===== config.mk =====
export PLATFORM = sky130hd
export DESIGN_NAME = bus_owner_mutex
export DESIGN_NICKNAME = d
export VERILOG_FILES = /design/src/rtl/busmtx_pkg.sv /design/src/rtl/busmtx_pick.sv /design/src/rtl/busmtx_state.sv /design/src/rtl/bus_owner_mutex.sv
export SDC_FILE = /design/constraint.sdc
export NUM_CORES = 1
export LEC_CHECK = 0
export BUFFER_PORTS_ARGS = -buffer_cell sky130_fd_sc_hd__buf_2
export CAP_MARGIN = 20
export CORE_AREA = 3 3 61 49
export DETAILED_ROUTE_END_ITERATION = 12
export DIE_AREA = 0 0 64 52
export PLACE_DENSITY = 0.88
export RECOVER_POWER = 50
export SYNTH_ARGS = -nofsm -noshare
export SYNTH_HDL_FRONTEND = slang
export SYNTH_HIERARCHICAL = 1
export SYNTH_SLANG_ARGS = --single-unit

===== constraint.sdc =====
create_clock -name clk -period 5.05 [get_ports clk]
set_input_delay 1.515 -clock clk [delete_from_list [all_inputs] [get_ports clk]]
set_output_delay 1.515 -clock clk [all_outputs]
set_load 0.05 [all_outputs]

===== src/rtl/busmtx_pkg.sv =====
package busmtx_pkg;
  localparam int REG_W   = 32;
  localparam int ID_W    = 4;
  localparam int REQ_LSB = 0;
  localparam int GNT_LSB = REQ_LSB + ID_W;
  localparam int USED_W  = 2 * ID_W;
  typedef logic [ID_W-1:0] agent_id_t;
endpackage


===== src/rtl/busmtx_pick.sv =====
module busmtx_pick
  import busmtx_pkg::*;
#(
  parameter int N_PORTS = 3
) (
  input  logic                     clk,
  input  logic                     rst_n,
  input  logic [N_PORTS-1:0]       wr_en,
  input  logic [N_PORTS*REG_W-1:0] wr_data,
  output logic                     win_vld,
  output agent_id_t                win_id
);
  logic [N_PORTS-1:0] below;
  logic [N_PORTS-1:0] sel;
  agent_id_t          masked [N_PORTS];

  assign below[0] = 1'b0;
  for (genvar p = 1; p < N_PORTS; p++) begin : g_below
    assign below[p] = below[p-1] | wr_en[p-1];
  end

  for (genvar p = 0; p < N_PORTS; p++) begin : g_sel
    assign sel[p]    = wr_en[p] & ~below[p];
    assign masked[p] = sel[p] ? wr_data[p*REG_W+REQ_LSB +: ID_W] : '0;
  end

  always_comb begin
    win_id = '0;
    for (int p = 0; p < N_PORTS; p++) win_id = win_id | masked[p];
  end
  assign win_vld = |sel;

  // port 0 always wins when it writes
  p_port0_wins_r6: assert property (@(posedge clk) disable iff (!rst_n)
    wr_en[0] |-> (win_vld && win_id == wr_data[REQ_LSB +: ID_W]));
  // a winner exists exactly when some port writes
  p_vld_iff_write_r9: assert property (@(posedge clk) disable iff (!rst_n)
    (wr_en == '0) |-> !win_vld);
endmodule


===== src/rtl/busmtx_state.sv =====
module busmtx_state
  import busmtx_pkg::*;
(
  input  logic      clk,
  input  logic      rst_n,
  input  logic      win_vld,
  input  agent_id_t win_id,
  output agent_id_t req_q,
  output agent_id_t gnt_q
);
  agent_id_t req_d, gnt_d;

  always_comb begin
    req_d = req_q;
    gnt_d = gnt_q;
    if (win_vld) begin
      req_d = win_id;
      if (win_id == '0)      gnt_d = '0;
      else if (gnt_q == '0)  gnt_d = win_id;
    end
  end

  always_ff @(posedge clk) begin
    if (!rst_n) begin
      req_q <= '0;
      gnt_q <= '0;
    end else begin
      req_q <= req_d;
      gnt_q <= gnt_d;
    end
  end

  p_claim_free_r2: assert property (@(posedge clk) disable iff (!rst_n)
    (win_vld && win_id != '0 && gnt_q == '0) |=> (gnt_q == $past(win_id)));
  p_hold_other_r3: assert property (@(posedge clk) disable iff (!rst_n)
    (win_vld && win_id != '0 && gnt_q != '0) |=> $stable(gnt_q));
  p_release_r5: assert property (@(posedge clk) disable iff (!rst_n)
    (win_vld && win_id == '0) |=> (gnt_q == '0 && req_q == '0));
  p_idle_hold_r9: assert property (@(posedge clk) disable iff (!rst_n)
    !win_vld |=> ($stable(gnt_q) && $stable(req_q)));
endmodule


===== src/rtl/bus_owner_mutex.sv =====
module bus_owner_mutex
  import busmtx_pkg::*;
#(
  parameter int N_PORTS = 3
) (
  input  logic                     clk,
  input  logic                     rst_n,
  input  logic [N_PORTS-1:0]       wr_en,
  input  logic [N_PORTS*REG_W-1:0] wr_data,
  output logic [REG_W-1:0]         rd_data,
  output logic                     owner_valid
);
  logic      win_vld;
  agent_id_t win_id, req_q, gnt_q;

  busmtx_pick #(.N_PORTS(N_PORTS)) u_pick (
    .clk(clk), .rst_n(rst_n), .wr_en(wr_en), .wr_data(wr_data),
    .win_vld(win_vld), .win_id(win_id)
  );

  busmtx_state u_state (
    .clk(clk), .rst_n(rst_n), .win_vld(win_vld), .win_id(win_id),
    .req_q(req_q), .gnt_q(gnt_q)
  );

  always_comb begin
    rd_data = '0;
    rd_data[REQ_LSB +: ID_W] = req_q;
    rd_data[GNT_LSB +: ID_W] = gnt_q;
  end
  assign owner_valid = |gnt_q;

  p_upper_zero_r7: assert property (@(posedge clk) disable iff (!rst_n)
    rd_data[REG_W-1:USED_W] == '0);
  p_owner_flag_r8: assert property (@(posedge clk) disable iff (!rst_n)
    owner_valid == (rd_data[GNT_LSB +: ID_W] != '0));
endmodule


==> results.md <==
* Final core occ at 0.276
* Commonest non-fill, non-tap cell in the layout: conb_1
* Vias at 491
* Max-slew violation count at 0
* DR WL/cell at 10.7 um
* Initial Util at 0.243
* H-tree levels at 1
* Mapped Cells at 68
* Ranking of synthesized cells by area: buf_4 (30%), dfxtp_1 (26%), nor2b_1 (8.2%)
* Row count at 16
* Final setup TNS at 0 ns
* Most frequent cells in the layout: conb_1 (24), buf_2 (20), a21oi_1 (8), nor2b_1 (8), dfxtp_1 (8)
* Drt initial violations at 2
* Synth warn at 6
* Unrepaired setup endpoints after global routing: false
* Mean number of vias per cell at 3.78
* Pin count of the biggest net entering global routing at 10
* GRT overflow at 0
* Max VDD drop at approximately 74 uV
* Share of layout cells above drive strength 1 at 0.298
* Count of cell types in the netlist at 15
* Total die area at 3330 um^2
* Clk Latency, worst-skew pair at 0.25 ns
* Post-Syn Area at roughly 610 um^2
* Slew @ Worst Pin at 0.611 ns
* Hold path cells at 2
* Chip Width at between 60 and 70 um
* Final wirelength at between 1 and 1.5 mm
* Max-cap violation count at 0
* Hold crit path type: reg2reg
* Aggregate global-route resource usage at 0.0843
* First-pass DRT Iterations at 4
* Initial antenna violation count at 0
* Maximum fanout along the worst path at 4
* Routed Antenna Nets at 0
* Setup CP Type: reg2out
* ANT cells at 0
* Die height at 52 um
* Layout net count at 197
* Cts hold-fix bufs at 0
* CTS resizes at 0
* Static Leak at 0.000365 uW
* Final setup violation count at 0
* Synthesized flop and latch total at 8
* Critical path arrival at between 1 and 1.5 ns
* I/O pin count at 134
* First-pass GRT wire length at 2.09 mm
* Startpoint types: flop
* Hold slack at 0.525 ns
* CTS max path bufs at 2
* CORE AREA at 2500 um^2
* Syn_area_per_cell at 8.94 um^2
* Port Buffer Count at 25
* R2R depth at 3
* Setup Buffers After CTS at 0
* Dpl cells at 127
* Top-area cell type share of the netlist area at 0.296
* CTS buffer count at 3
* FMAX at about 350 MHz
* Period minus WS final at roughly 2.8 ns
* Worst Skew at 0.00103 ns
* Yosys top cell by area: buf_4
* Final Non-Filler Cells at 130
* Normalized max-slew margin at 0.595
* Sequential area share after synthesis at 0.263
* Crit share post-route at 0.560
* Clk slew on worst S/H paths at 0.05 ns
* FILL cells at 286
* Total clock sinks at 8
* Dpl hpwl at between 1 and 1.5 mm
* Worst EP required at between 3 and 4 ns
* CTS tree: yes
* Outcome: completed
* Synth-to-Final Area Change at 13.4%
* CTS root buf: clkbuf_4
* Vias in the first global route at between 400 and 500
* Power density cells at 433 nW/um^2
* # DRC at 0
* Final number of hold-violating endpoints at 0
* Nature of the critical path endpoint: output pin
* Placer Congestion at 0.753
[per-stage QoR]
stage	cell area (um^2)	setup slack, ns	total power [uW]
floorplan	694	2.23	235
global placement	673	2.17	251
detailed placement	673	2.15	253
CTS	696	2.21	302
global route	689	2.17	315
finish	689	2.22	298
[final timing paths]
path                            slack [ns]              from          endpoint
worst max-delay path                  2.22  u_state/gnt_q[1]       owner_valid
worst max register to register        3.91  u_state/gnt_q[0]  u_state/gnt_q[1]
worst min register to register        0.53  u_state/req_q[2]  u_state/req_q[2]
worst min-delay path                  0.53  u_state/req_q[2]  u_state/req_q[2]
[flip-flops by register name, summed over array words and instances, names as in the netlist]
name and flops:
u_state/gnt_q 4, u_state/req_q 4
[per-layer routing]
metal,wire (um),track usage,vias up,share of wire
li1,-,-,245,-
met1,493,0.0785,230,0.35
met2,783,0.154,16,0.56
met3,112,0.0346,0,0.081
met4,0,0.0538,0,0
met5,0,0,-,0
[layout make-up]
| type | count | area, um^2 | share of cell area |
|---|---|---|---|
| Sequential cell | 8 | 160 | 0.232 |
| Clock buffer | 3 | 22.5 | 0.0327 |
| Timing Repair Buffer | 25 | 119 | 0.172 |
| Tap cell | 36 | 45.0 | 0.0653 |
| Multi-Input combinational cell | 58 | 343 | 0.497 |
[synth_stat cells]
master     number
nand4bb_1       1
a21oi_1         8
or3_1           1
nand3b_1        4
nor2b_1         8
or4_4           1
buf_6           1
or4_1           1
dfxtp_1         8
mux2i_1         4
nand2b_1        1
buf_4          24
a32o_2          4
conb_1          1
nor3_1          1
[critical path, stage by stage, from the launching register on]
cell and delay [ns]:
dfxtp_1 0.33, or4_1 0.51, buf_2 0.22
[report_power, final]
group          internal, uW  leakage [uW]  switching [uW]
Clock                  27.1     0.0000138            21.0
Combinational          36.5      0.000284             128
Sequential             76.1     0.0000664            9.89
[kinds of logic (layout without fill, tap and decap cells)]
| family | count (synthesis) | count (layout) | share of synthesized area |
|---|---|---|---|
| buffers and inverters | 25 | 28 | 0.315 |
| and+or+nand+nor | 18 | 18 | 0.210 |
| AOI/OAI and AO/OA | 12 | 12 | 0.140 |
| DFF | 8 | 8 | 0.263 |
| muxes | 4 | 4 | 0.0658 |
| other | 1 | 24 | 0.00617 |
Note: power is estimated with default switching activity, not from simulation.
